--- src/rtl/fracdiv_pkg.sv ---
package fracdiv_pkg;

    typedef enum logic {
        TRG_IDLE = 1'b0,
        TRG_WAIT = 1'b1
    } trg_state_e;

    typedef struct packed {
        logic tick;
        logic fire;
    } phase_evt_t;

    function automatic int unsigned phase_width(int unsigned field_w);
        return field_w + 2;
    endfunction

endpackage

--- src/rtl/fracdiv_prescale.sv ---
module fracdiv_prescale #(
    parameter int unsigned PRE_DIV = 2
) (
    input  logic clk,
    input  logic rst,
    input  logic gate_open,
    output logic tick
);
    localparam int unsigned CW = (PRE_DIV > 1) ? $clog2(PRE_DIV) : 1;
    localparam logic [CW-1:0] LAST = CW'(PRE_DIV - 1);

    logic [CW-1:0] cnt_q;

    assign tick = gate_open && (cnt_q == LAST);

    always_ff @(posedge clk) begin
        if (rst) begin
            cnt_q <= '0;
        end else if (gate_open) begin
            cnt_q <= (cnt_q == LAST) ? '0 : cnt_q + 1'b1;
        end
    end

    assert_tick_needs_gate_R10: assert property (@(posedge clk) disable iff (rst)
        !gate_open |=> $stable(cnt_q));

endmodule

--- src/rtl/fracdiv_accum.sv ---
module fracdiv_accum
    import fracdiv_pkg::*;
#(
    parameter int unsigned FIELD_W = 6,
    parameter int unsigned FRAC_W  = 2
) (
    input  logic               clk,
    input  logic               rst,
    input  logic               tick,
    input  logic               restart,
    input  logic [FIELD_W-1:0] div_field,
    output phase_evt_t         evt,
    output logic               en_q
);
    localparam int unsigned AW = phase_width(FIELD_W);
    localparam logic [AW-1:0] ONE = AW'(1) << FRAC_W;

    logic [AW-1:0] acc_q;
    logic [AW-1:0] div_s;
    logic [AW-1:0] sum;

    assign div_s    = AW'(div_field) + ONE;
    assign sum      = acc_q + ONE;
    assign evt.tick = tick;
    assign evt.fire = tick && (sum >= div_s);

    always_ff @(posedge clk) begin
        if (rst) begin
            acc_q <= '0;
            en_q  <= 1'b0;
        end else begin
            en_q <= evt.fire;
            if (tick) begin
                if (evt.fire) begin
                    acc_q <= restart ? '0 : sum - div_s;
                end else begin
                    acc_q <= sum;
                end
            end
        end
    end

    assert_phase_below_divisor_R2: assert property (@(posedge clk) disable iff (rst)
        acc_q < div_s);

    assert_unit_divisor_R3: assert property (@(posedge clk) disable iff (rst)
        (div_field == '0 && tick) |=> en_q);

endmodule

--- src/rtl/fracdiv_ctrl.sv ---
module fracdiv_ctrl
    import fracdiv_pkg::*;
#(
    parameter int unsigned REG_W      = 32,
    parameter int unsigned FIELD_LSB  = 8,
    parameter int unsigned FIELD_W    = 6,
    parameter int unsigned TRIG_BIT   = 0,
    parameter int unsigned INIT_FIELD = 4
) (
    input  logic               clk,
    input  logic               rst,
    input  logic               wr_en,
    input  logic [REG_W-1:0]   wr_data,
    input  logic               fire,
    output logic [FIELD_W-1:0] cur_field,
    output logic               pending,
    output logic [REG_W-1:0]   rd_data
);
    trg_state_e         state_q;
    logic [FIELD_W-1:0] cur_q;
    logic [FIELD_W-1:0] stage_q;
    logic               unused_wr_bits;

    assign unused_wr_bits = ^wr_data;
    assign cur_field      = cur_q;
    assign pending        = (state_q == TRG_WAIT);

    always_ff @(posedge clk) begin
        if (rst) begin
            state_q <= TRG_IDLE;
            cur_q   <= FIELD_W'(INIT_FIELD);
            stage_q <= FIELD_W'(INIT_FIELD);
        end else if (state_q == TRG_WAIT) begin
            if (fire) begin
                cur_q   <= stage_q;
                state_q <= TRG_IDLE;
            end
        end else if (wr_en) begin
            stage_q <= wr_data[FIELD_LSB +: FIELD_W];
            if (wr_data[TRIG_BIT]) begin
                state_q <= TRG_WAIT;
            end
        end
    end

    always_comb begin
        rd_data                       = '0;
        rd_data[FIELD_LSB +: FIELD_W] = cur_q;
        rd_data[TRIG_BIT]             = pending;
    end

    assert_commit_only_at_pulse_R6: assert property (@(posedge clk) disable iff (rst)
        !(pending && fire) |=> $stable(cur_q));

    assert_pending_held_R8: assert property (@(posedge clk) disable iff (rst)
        (pending && !fire) |=> pending);

    assert_stage_frozen_R9: assert property (@(posedge clk) disable iff (rst)
        pending |=> $stable(stage_q));

endmodule

--- src/rtl/fracdiv_trig.sv ---
module fracdiv_trig
    import fracdiv_pkg::*;
#(
    parameter int unsigned REG_W      = 32,
    parameter int unsigned FIELD_LSB  = 8,
    parameter int unsigned FIELD_W    = 6,
    parameter int unsigned FRAC_W     = 2,
    parameter int unsigned TRIG_BIT   = 0,
    parameter int unsigned PRE_DIV    = 2,
    parameter int unsigned INIT_FIELD = 4
) (
    input  logic             clk,
    input  logic             rst,
    input  logic             gate_open,
    input  logic             wr_en,
    input  logic [REG_W-1:0] wr_data,
    output logic [REG_W-1:0] rd_data,
    output logic             clk_en_o
);
    logic               tick;
    logic               pending;
    logic [FIELD_W-1:0] cur_field;
    phase_evt_t         evt;

    fracdiv_prescale #(
        .PRE_DIV (PRE_DIV)
    ) u_prescale (
        .clk       (clk),
        .rst       (rst),
        .gate_open (gate_open),
        .tick      (tick)
    );

    fracdiv_accum #(
        .FIELD_W (FIELD_W),
        .FRAC_W  (FRAC_W)
    ) u_accum (
        .clk       (clk),
        .rst       (rst),
        .tick      (tick),
        .restart   (pending),
        .div_field (cur_field),
        .evt       (evt),
        .en_q      (clk_en_o)
    );

    fracdiv_ctrl #(
        .REG_W      (REG_W),
        .FIELD_LSB  (FIELD_LSB),
        .FIELD_W    (FIELD_W),
        .TRIG_BIT   (TRIG_BIT),
        .INIT_FIELD (INIT_FIELD)
    ) u_ctrl (
        .clk       (clk),
        .rst       (rst),
        .wr_en     (wr_en),
        .wr_data   (wr_data),
        .fire      (evt.fire),
        .cur_field (cur_field),
        .pending   (pending),
        .rd_data   (rd_data)
    );

    assert_clear_with_pulse_R7: assert property (@(posedge clk) disable iff (rst)
        $fell(rd_data[TRIG_BIT]) |-> clk_en_o);

    assert_gate_closed_silent_R8: assert property (@(posedge clk) disable iff (rst)
        !gate_open |=> !clk_en_o);

endmodule

--- config.mk ---
export PLATFORM = sky130hd
export DESIGN_NAME = fracdiv_trig
export DESIGN_NICKNAME = d
export VERILOG_FILES = /design/src/rtl/fracdiv_pkg.sv /design/src/rtl/fracdiv_prescale.sv /design/src/rtl/fracdiv_accum.sv /design/src/rtl/fracdiv_ctrl.sv /design/src/rtl/fracdiv_trig.sv
export SDC_FILE = /design/constraint.sdc
export NUM_CORES = 1
export LEC_CHECK = 0
export BUFFER_PORTS_ARGS = -buffer_cell sky130_fd_sc_hd__buf_4
export CAP_MARGIN = 20
export CORE_AREA = 3 3 65 67
export DETAILED_ROUTE_END_ITERATION = 12
export DIE_AREA = 0 0 68 70
export GPL_TIMING_DRIVEN = 0
export PLACE_DENSITY = 0.73
export SLEW_MARGIN = 30
export SYNTH_ARGS = -nofsm -noshare
export SYNTH_HDL_FRONTEND = slang
export SYNTH_SLANG_ARGS = --single-unit
--- constraint.sdc ---
create_clock -name clk -period 4.1 [get_ports clk]
set_input_delay 0.82 -clock clk [delete_from_list [all_inputs] [get_ports clk]]
set_output_delay 0.82 -clock clk [all_outputs]
set_load 0.03 [all_outputs]
## Yosys cells after proc, flatten, opt, wreduce, memory -nomap -nowiden

Cells that the tools add are included.

| word-level totals | value |
|---|---|
| register bits | 23 |
| bits of input ports | 36 |
| output and inout port bits | 33 |
| word-level logic and storage cells | 23 |

| cells by class | value |
|---|---|
| $add $sub $neg | 4 |
| $lt $le $gt $ge | 1 |
| muxes and demuxes | 7 |
| bitwise gates (word level) | 1 |
| reductions and logical operators | 4 |

Operators by type and width:

| cell | number |
|---|---|
| 8-bit 2-to-1 mux | 2 |
| 8-bit by 3-bit adder with 8-bit output (second input constant) | 1 |
| 8-bit greater-or-equal comparator | 1 |
| 8-bit subtractor | 1 |
| 6-bit by 3-bit adder with 7-bit output (second input constant) | 1 |
| 1-bit 2-to-1 mux | 5 |
| 2-bit AND reduction | 2 |
| 1-bit logical AND | 2 |
| 1-bit adder (second input constant) | 1 |
| 1-bit NOT | 1 |

## Depth between registers and ports, before layout

Gate-level depths: netlist of run 1.

| logic depth | value |
|---|---|
| depth in word-level cells | 5 |
| depth in mapped cells | 11 |
| gate-level depth less buffers | 10 |

## Modules after synthesis

From an unflattened synthesis of run 1, not the netlist that was laid out.

| second synthesis, totals | value |
|---|---|
| cells, all modules | 190 |
| area, all modules | 1747.9 sq um |

Modules (own cells, without submodules):

| module | times used | cells an instance | area each (sq um) |
|---|---|---|---|
| fracdiv_accum | 1 | 102 | 912.1 |
| fracdiv_ctrl | 1 | 84 | 795.8 |
| fracdiv_prescale | 1 | 4 | 40.0 |

## Worst setup path after synthesis of run 1

Ideal clock, no wire load.

| timing | value |
|---|---|
| path kind | reg2reg |
| from | reg u_ctrl.cur_q[0], in the netlist u_ctrl.cur_field[0] |
| to | reg u_ctrl.cur_q[4], in the netlist u_ctrl.cur_field[4] |
| library setup time | 0.128 ns |
| arrival | 2.387 ns |
| data required time | 3.972 ns |
| path slack | 1.585 ns |
| stages on the path, launching flop included | 10 |
| buffers on the path | 0 |
| cells stage by stage | dfxtp_1 -> ha_1 -> inv_1 -> fa_1 -> a211oi_1 -> nor2_1 -> o31a_4 -> o2111ai_4 -> mux2i_1 -> nor2_1 |

| on the way | value |
|---|---|
| word-level cells in the longest chain between the ends | 4 |

Ends and longest elaborated chain:

| what | line | text |
|---|---|---|
| start, declared | fracdiv_ctrl.sv:20 | `logic [FIELD_W-1:0] cur_q;` |
| start signal, assigned | fracdiv_ctrl.sv:31 | `cur_q <= FIELD_W'(INIT_FIELD);` |
| start signal, assigned | fracdiv_ctrl.sv:35 | `cur_q <= stage_q;` |
| 6-bit by 3-bit adder with 7-bit output | fracdiv_accum.sv:22 | `assign div_s = AW'(div_field) + ONE;` |
| 8-bit greater-or-equal comparator | fracdiv_accum.sv:25 | `assign evt.fire = tick && (sum >= div_s);` |
| 1-bit logical AND | fracdiv_accum.sv:25 |  |
| 2-bit AND reduction (no source line) | -- |  |

No other way between the ends.
A chain may end at the register's enable or synchronous reset.

## Worst setup path after layout of run 1

| timing | value |
|---|---|
| from | reg u_accum.acc_q[2] |
| to | reg u_accum.acc_q[3] |

| on the way | value |
|---|---|
| word-level cells in the longest chain between the ends | 4 |
| elaborated cells on any way between the ends | 6 |
| classes of those cells | add/sub: 2; order compare: 1; mux: 2; reduce/logical: 1 |

Ends and longest elaborated chain:

| what | line | text |
|---|---|---|
| start, declared | fracdiv_accum.sv:18 | `logic [AW-1:0] acc_q;` |
| start signal, assigned | fracdiv_accum.sv:35 | `acc_q <= restart ? '0 : sum - div_s;` |
| start signal, assigned | fracdiv_accum.sv:37 | `acc_q <= sum;` |
| 8-bit by 3-bit adder with 8-bit output (*) | fracdiv_accum.sv:23 | `assign sum = acc_q + ONE;` |
| 8-bit subtractor or 8-bit greater-or-equal comparator (tied branches) | fracdiv_accum.sv:35, fracdiv_accum.sv:25 |  |
| 8-bit 2-to-1 mux or 1-bit logical AND (tied branches) | fracdiv_accum.sv:35, fracdiv_accum.sv:25 |  |
| 8-bit 2-to-1 mux (*) | fracdiv_accum.sv:34 | `if (evt.fire) begin` |

Mark *: on every way between the ends. The rest lies on a longest branch, timed or not.

==> qor.txt, run 1 <==
Worst r2r path cells -> 11
Power density cells -> 315 mW/mm2
Yosys warns -> 0
RSZ-0062 raised after global routing -> no
Cts bufs inserted -> 3
Ys async rst share -> 0%
Number of global-route vias before repair -> 1201
Clock Latency Late Sink -> 0.27 ns
Worst hold path type -> register to register
Library cells used by synthesis -> 45
Fmax -> 0.364 GHz
DRT iter0 DRCs -> 27
Post-route antenna net violation count -> 0
Clock tree root driver cell -> clkbuf_8
Status -> finished, final reports clean
Post-synthesis adder-cell area fraction -> 8.32%
CP peak stage delay -> 0.43 ns
Die height -> 70 um
FF-to-FF Start -> u_accum.acc_q[2]
Routed WL -> 3180 um
First-pass GRT wire length -> 5330 um
Register bit total from synthesis -> 23
Number of clock sinks -> 23
Core area -> 0.00369 mm2
Max cap viols -> 0
Bufs and invs on worst path -> 1
N_diodes -> 0
DRC violations left -> 0
Via density per instance -> 4.81
Final setup vio count -> 0
Htree depth -> 1
CP Max Fanout -> 10
Sw Ratio -> 34.6%
Syn-to-layout area delta -> 19.9%
Row count -> 22
Worst Path Required -> 4.24 ns
Cell Area, Synth -> 0.00159 mm2
Max Clock Skew -> 0.00702 ns
Clock share of power -> 23.3%
Setup TNS -> 0 ns
Die width -> 68 um
Final worst slack -> 1.35 ns
Number of synthesized flops with an enable pin -> 0
Post-CTS setup buffers -> 0
Top delay family on crit path -> simple AND/OR/NAND/NOR gates
Hold Path Cell Cnt -> 2
Fin nets -> 272
Post-Syn Instances -> 181
Synth Area in Simple Gates -> 18.8%
Layout cells sized above 1 -> 24.9%
Reg2reg end -> u_accum.acc_q[3]
Clock slew at reported path FFs -> 0.08 ns
Antenna violations before repair -> 0
Hold_buf cts -> 0
Setup Crit Path Kind -> register to register
Starting density of the core -> 43.2%
Reg2reg setup slack -> 1.35 ns
HPWL Detailed -> 2500 um
Crit share post-route -> 67.0%
# resized after CTS -> 0
Setup crit start -> u_accum.acc_q[2]
Worst setup path endpoint -> u_accum.acc_q[3]
Post-synth top flop -> dfxtp_1
Post-layout minimum cycle time -> 2.75 ns
Max Root-Sink Buffers -> 2
Logic pwr share -> 36.5%
Critical Path, Cell by Cell -> ha_1 -> nand3_1 -> xnor2_1 -> ha_1 -> and4_1 -> a41oi_1 -> nand3_4 -> nor2_4 -> buf_6 -> mux2i_1 -> a311oi_1
Worst slack, placed -> 1.37 ns
Mux contribution to synthesized area -> 7.54%
Final Hold Vio Count -> 0
Final Slew Violations -> 0
Largest net degree at the start of global routing -> 14
Critical Path Most Common Cell -> ha_1
Vias -> 1314
DIE AREA -> 0.00476 mm2
Grt ovf -> 0
Post-layout util -> 51.8%
Wire length per cell -> 11.6 um
Port bufs -> 16
Worst EP arrival -> 2.89 ns
Switch Pwr -> 0.209 mW
Post-synthesis sequential area ratio -> 28.9%
First-pass DRT Iterations -> 4
CTS tree -> done
Int Pwr -> 0.394 mW
VDD IR max -> 0.000174 V
Largest family of logic cells by synthesized area -> simple AND/OR/NAND/NOR gates
CP Depth -> 11
Slowest CP cell -> dfxtp_1
Static Leak -> 0.910 nW
Synth Area in Compound Gates -> 14.8%
XOR/XNOR Fraction of Synth Area -> 4.95%
Sequential Power Share -> 40.2%
Io pins -> 69
Global-route usage over all layers -> 14.3%
Worst setup EP type -> register
GPL Wtd Cong -> 0.883
Crit start category -> register
Mean Syn Cell Area -> 8.81 um2
[cells by family after synthesis]
logic type                 after synthesis
DFF                                     23
AOI/OAI and AO/OA                       30
adders and majority gates               10
other                                    1
muxes                                   12
xor gates and xnor gates                 9
buffers and inverters                   42
and+or+nand+nor                         54
[synthesized netlist by cell type (5+ instances only)]
library cell / n / share of area [%]
mux2i_1: 12 / 7.5
ha_1: 9 / 7.1
clkbuf_1: 7 / 1.6
nor3_1: 5 / 1.6
a21oi_1: 5 / 1.6
xnor2_1: 7 / 3.8
o21ai_0: 5 / 1.6
nor2_1: 16 / 3.8
nand3_1: 10 / 3.1
buf_4: 26 / 12
inv_1: 8 / 1.9
nand2_1: 7 / 1.6
dfxtp_1: 23 / 29
[worst min path at each step]
stage	startpoint	to	slack, ns
floorplan	u_accum.acc_q[0]	u_accum.acc_q[0]	0.45
global placement	u_accum.acc_q[0]	u_accum.acc_q[0]	0.46
detailed placement	u_accum.acc_q[0]	u_accum.acc_q[0]	0.47
CTS	u_accum.acc_q[0]	u_accum.acc_q[0]	0.48
global route	u_accum.acc_q[0]	u_accum.acc_q[0]	0.51
finish	u_accum.acc_q[7]	u_accum.acc_q[7]	0.48
[per-layer routing]
| metal | share of wire (%) | wire, um | global-route usage, % | up-vias |
|---|---|---|---|---|
| met2 | 48 | 1520 | 22.3 | 27 |
| met1 | 46 | 1470 | 19.1 | 604 |
| met5 | 0 | 0 | 0 | - |
| met4 | 2.5 | 78 | 6.62 | 0 |
| li1 | - | - | - | 676 |
| met3 | 3.6 | 116 | 1.93 | 7 |
[flip-flops by register name, indices dropped and copies added (netlist names)]
name,flops
u_accum.acc_q,8
u_ctrl.cur_field,6
u_ctrl.stage_q,6
u_accum.en_q,1
u_ctrl.pending,1
u_prescale.cnt_q,1
[metrics by stage]
| step | cell area, um2 | power (mW) | hold WS (ns) | cells |
|---|---|---|---|---|
| final | 1910 | 0.603 | 0.482 | 273 |
| after global routing | 1910 | 0.638 | 0.508 | 273 |
| after CTS | 1910 | 0.609 | 0.484 | 273 |
| after detailed placement | 1860 | 0.466 | 0.472 | 269 |
| after global placement | 1860 | 0.464 | 0.458 | 269 |
| after floorplan | 1680 | 0.428 | 0.450 | 205 |
[area by class of cell]
class                           count  area, um2
Sequential cell                    23        460
Timing Repair Buffer               16        120
Fill cell                         373       1780
Buffer                             34        233
Clock inverter                      1       5.00
Clock buffer                        3       41.3
Tap cell                           48       60.1
Multi-Input combinational cell    140        961
Inverter                            8       30.0
[power by group through the flow]
stage | Clock, mW | Combinational, mW | Sequential [mW]
4_1_cts | 0.147 | 0.219 | 0.242
3_3_place_gp | 0 | 0.217 | 0.247
2_1_floorplan | 0 | 0.181 | 0.246
6_report | 0.140 | 0.220 | 0.242
5_1_grt | 0.155 | 0.238 | 0.244
3_5_place_dp | 0 | 0.219 | 0.248
[tightest hold or removal path: stages (launching register included)]
cell,delay (ns)
dfxtp_1,0.33
nand3_1,0.06
o41ai_1,0.06
[placed cells by master (no fill, tap or decap), drive strengths merged, types with 3 or more instances in the layout]
| cell | netlist | routed |
|---|---|---|
| a21oi | 5 | 5 |
| buf | 27 | 43 |
| clkbuf | 7 | 10 |
| conb | 1 | 25 |
| dfxtp | 23 | 23 |
| ha | 9 | 9 |
| inv | 8 | 8 |
| mux2i | 12 | 12 |
| nand2 | 8 | 8 |
| nand3 | 11 | 11 |
| nor2 | 17 | 17 |
| nor3 | 5 | 5 |
| o21a | 3 | 3 |
| o21ai | 5 | 5 |
| or4 | 3 | 3 |
| xnor2 | 7 | 7 |
Power figures use the tool's default switching activity.
==> inputs of run 2 (changes only) <==
--- a/config.mk
+++ b/config.mk
@@ -5,13 +5,14 @@
 export SDC_FILE = /design/constraint.sdc
 export NUM_CORES = 1
 export LEC_CHECK = 0
+export ABC_AREA = 1
 export BUFFER_PORTS_ARGS = -buffer_cell sky130_fd_sc_hd__buf_4
 export CAP_MARGIN = 20
-export CORE_AREA = 3 3 65 67
+export CORE_AREA = 3 3 66 68
 export DETAILED_ROUTE_END_ITERATION = 12
-export DIE_AREA = 0 0 68 70
+export DIE_AREA = 0 0 69 71
 export GPL_TIMING_DRIVEN = 0
-export PLACE_DENSITY = 0.73
+export PLACE_DENSITY = 0.75
 export SLEW_MARGIN = 30
 export SYNTH_ARGS = -nofsm -noshare
 export SYNTH_HDL_FRONTEND = slang
==> constraint.sdc (replaced) <==
create_clock -name clk -period 2.38 [get_ports clk]
set_input_delay 0.476 -clock clk [delete_from_list [all_inputs] [get_ports clk]]
set_output_delay 0.476 -clock clk [all_outputs]
set_load 0.03 [all_outputs]
==> run 2 against run 1 <==
  * Combinational power grew 74%
  * Power grew 74%
  * Sequential power rose by 73%
  * Synthesized cell count up 29%
  * Hold slack worse by 0.085 ns
  * Global-route usage down 0.50 points
  * Setup slack worse by 1.2 ns
  * Area after synthesis increased by 3.1%
  * Die area up 2.9%
  * First-iteration DRC count increased by 41%
  * Non-clock buffer count up 2
  * Via count is 14% higher
==> qor.txt, run 2 <==
Post-synthesis sequential area ratio -> 28.0% (was 28.9%)
Via density per instance -> 4.48 (was 4.81)
Number of clock sinks -> 23 (unchanged)
CTS tree -> done (unchanged)
First-pass GRT wire length -> 5560 um (was 5330 um)
RSZ-0062 raised after global routing -> no (unchanged)
CP Max Fanout -> 10 (unchanged)
VDD IR max -> 0.000313 V (was 0.000174 V)
Io pins -> 69 (unchanged)
Synth Area in Simple Gates -> 34.9% (was 18.8%)
Core area -> 0.00391 mm2 (was 0.00369 mm2)
Clock slew at reported path FFs -> 0.08 ns (about the same)
Largest family of logic cells by synthesized area -> simple AND/OR/NAND/NOR gates (unchanged)
Met2 usage in global routing -> 24.9% (was 22.3%)
Library cells used by synthesis -> 24 (was 45)
Antenna violations before repair -> 0 (unchanged)
Synth Area in Compound Gates -> 7.31% (was 14.8%)
CP peak stage delay -> 0.39 ns (was 0.43 ns)
Max Clock Skew -> 0.00159 ns (was 0.00702 ns)
Setup Crit Path Kind -> register to register (unchanged)
Syn-to-layout area delta -> 22.1% (was 19.9%)
Mux contribution to synthesized area -> 0% (was 7.54%)
XOR/XNOR Fraction of Synth Area -> 3.20% (was 4.95%)
Post-synth top area share -> 28.0% (was 28.9%)
First-pass DRT Iterations -> 4 (unchanged)
Worst r2r path cells -> 14 (was 11)
Max cap viols -> 0 (unchanged)
Cts bufs inserted -> 3 (unchanged)
Final setup vio count -> 0 (unchanged)
Status -> finished, final reports clean (unchanged)
Number of synthesized flops with an enable pin -> 0 (unchanged)
Slowest CP cell -> dfxtp_2 (was dfxtp_1)
Cell Area, Synth -> 0.00164 mm2 (was 0.00159 mm2)
Post-synth top flop -> dfxtp_1 (unchanged)
Highest-count cells in the layout ignoring fill and taps -> nand2_1 (52), buf_4 (48), nor2_1 (26), conb_1 (25), dfxtp_1 (21) (was buf_4 (42), conb_1 (25), dfxtp_1 (23), nor2_1 (16), mux2i_1 (12))
Wire length per cell -> 9.96 um (was 11.6 um)
Static Leak -> 1.05 nW (was 0.910 nW)
Yosys warns -> 0 (unchanged)
Met1 usage -> 16.3% (was 19.1%)
Post-Syn Instances -> 234 (was 181)
DRT iter0 DRCs -> 38 (was 27)
Vias -> 1493 (was 1314)
Worst hold path type -> input pin to register (was register to register)
GPL Wtd Cong -> 0.815 (was 0.883)
Die height -> 71 um (was 70 um)
Met3 Use GR -> 1.70% (was 1.93%)
Die width -> 69 um (was 68 um)
Most area-hungry cell type in the Yosys netlist -> dfxtp_1 (unchanged)
Mean Syn Cell Area -> 7.03 um2 (was 8.81 um2)
Worst EP arrival -> 2.42 ns (was 2.89 ns)
Post-synthesis adder-cell area fraction -> 8.07% (was 8.32%)
Final hold slack -> 0.397 ns (was 0.482 ns)
Most common cell after layout, fill and taps aside -> nand2_1 (was buf_4)
Max Root-Sink Buffers -> 2 (unchanged)
Top delay family on crit path -> simple AND/OR/NAND/NOR gates (unchanged)
Final Hold Vio Count -> 0 (unchanged)
Max reg flops -> 8 (unchanged)
Ys async rst share -> 0% (unchanged)
DRC violations left -> 0 (unchanged)
Critical Path Most Common Cell -> nand2_1 (was ha_1)
DIE AREA -> 0.00490 mm2 (was 0.00476 mm2)
Crit start category -> register (unchanged)
Reg with most FFs -> u_accum.acc_q (unchanged)
Busiest grt layer -> met2 (unchanged)
Register bit total from synthesis -> 23 (unchanged)
N_diodes -> 0 (unchanged)
Crit share post-route -> 93.3% (was 67.0%)
HPWL Detailed -> 2690 um (was 2500 um)
Count leader, synth -> nand2_1 (was buf_4)
Worst Path Required -> 2.58 ns (was 4.24 ns)
Setup TNS -> 0 ns (unchanged)
Largest net degree at the start of global routing -> 13 (was 14)
Clock tree root driver cell -> clkbuf_8 (unchanged)
Fin nets -> 330 (was 272)
Max transition margin -> 61.6%
CP Depth -> 14 (was 11)
Bufs and invs on worst path -> 3 (was 1)
Post-layout minimum cycle time -> 2.22 ns (was 2.75 ns)
Starting density of the core -> 42.0% (was 43.2%)
Global-route usage over all layers -> 13.8% (was 14.3%)
Port bufs -> 18 (was 16)
Hold Path Cell Cnt -> 3 (was 2)
Layout cells sized above 1 -> 25.8% (was 24.9%)
Fmax -> 0.451 GHz (was 0.364 GHz)
Number of global-route vias before repair -> 1304 (was 1201)
Clock Latency Late Sink -> 0.27 ns (about the same)
Post-route antenna net violation count -> 0 (unchanged)
Power density cells -> 523 mW/mm2 (was 315 mW/mm2)
Row count -> 23 (was 22)
Worst setup EP type -> register (unchanged)
Hold_buf cts -> 0 (unchanged)
Critical Path, Cell by Cell -> inv_1 -> nor2_1 -> xor2_1 -> ha_1 -> nand2_1 -> inv_1 -> nand3_1 -> nand2_1 -> nor2_4 -> nand2_4 -> buf_6 -> nand2_1 -> nand2_1 -> a21oi_2 (was ha_1 -> nand3_1 -> xnor2_1 -> ha_1 -> and4_1 -> a41oi_1 -> nand3_4 -> nor2_4 -> buf_6 -> mux2i_1 -> a311oi_1)
Worst slew pin tran -> 0.577 ns
Final Slew Violations -> 0 (unchanged)
Most instantiated cells after synthesis -> nand2_1 (52), buf_4 (27), nor2_1 (26) (was buf_4 (26), dfxtp_1 (23), nor2_1 (16))
Routed WL -> 3320 um (was 3180 um)
Htree depth -> 1 (unchanged)
Synth top area cells -> dfxtp_1 (28%), buf_4 (12%), nand2_1 (12%) (was dfxtp_1 (29%), buf_4 (12%), mux2i_1 (7.5%))
Grt ovf -> 0 (unchanged)
run 2: cell count changes in the layout (fill, tap and decap cells not counted), moves of 5 or more:
cell     delta
buf_4       +6
inv_1      +12
mux2i_1    -12
nand2_1    +45
nand2_2     +5
nand3_1     +8
nand4_1     +5
nor2_1     +10
run 2: final timing paths:
kind | from | to | slack, ns
setup / recovery | u_accum.acc_q[2] | u_accum.acc_q[5] | 0.16
hold / removal | wr_data[10] | u_ctrl.stage_q[2] | 0.40
setup reg to reg | u_accum.acc_q[2] | u_accum.acc_q[5] | 0.16
hold reg to reg | u_accum.acc_q[0] | u_accum.acc_q[0] | 0.48
run 2: cell type report:
type | instances | area, um2
multi-input combinational | 184 | 978
sequential | 23 | 463
inverter | 20 | 75.1
clock buffer | 4 | 45.0
fill | 414 | 1910
tap | 50 | 62.6
buffer | 31 | 225
timing repair buffer | 21 | 158
run 2: cell families (layout without fill, tap and decap cells):
kind of cell	Yosys count	count (layout)
adder cells (fa/ha/maj)	10	10
AND/OR/NAND/NOR	122	122
flip-flops	23	23
XOR/XNOR	6	6
other	1	25
AO/OA/AOI/OAI	21	21
buffers and inverters	51	76
run 2: report_power, final:
part	total, mW	switching (mW)	internal, mW
Sequential	0.419	0.0143	0.405
Combinational	0.383	0.238	0.145
Clock	0.248	0.128	0.120
Total	1.05	0.380	0.670
run 2: metal layers:
layer	share of wire [%]	wire length [um]
met1	43	1420
met2	50	1660
met3	4.9	163
met4	2.0	65
met5	0	0
run 2: metrics by stage:
stage / instances / setup slack [ns] / utilization (%) / instance area (um2) / total power [mW]
5_1_grt: 333 / 0.0215 / 51.3 / 2010 / 1.11
6_report: 333 / 0.160 / 51.3 / 2010 / 1.05
3_3_place_gp: 326 / 0.131 / 49.4 / 1930 / 0.794
4_1_cts: 330 / 0.0763 / 50.5 / 1980 / 1.04
3_5_place_dp: 326 / 0.0936 / 49.4 / 1930 / 0.802
2_1_floorplan: 258 / 0.288 / - / 1730 / 0.736
run 2: what timing repair did:
item	in CTS	in global routing
setup buffers	0	3
endpoints found under the setup margin	0	14
resized for setup	0	3
run 2: worst register-to-register path: stages (launching register included):
cell	delay, ns
dfxtp_2	0.39
inv_1	0.10
nor2_1	0.13
xor2_1	0.23
ha_1	0.32
nand2_1	0.11
inv_1	0.05
nand3_1	0.09
nand2_1	0.09
nor2_4	0.18
nand2_4	0.09
buf_6	0.15
nand2_1	0.08
nand2_1	0.06
a21oi_2	0.10
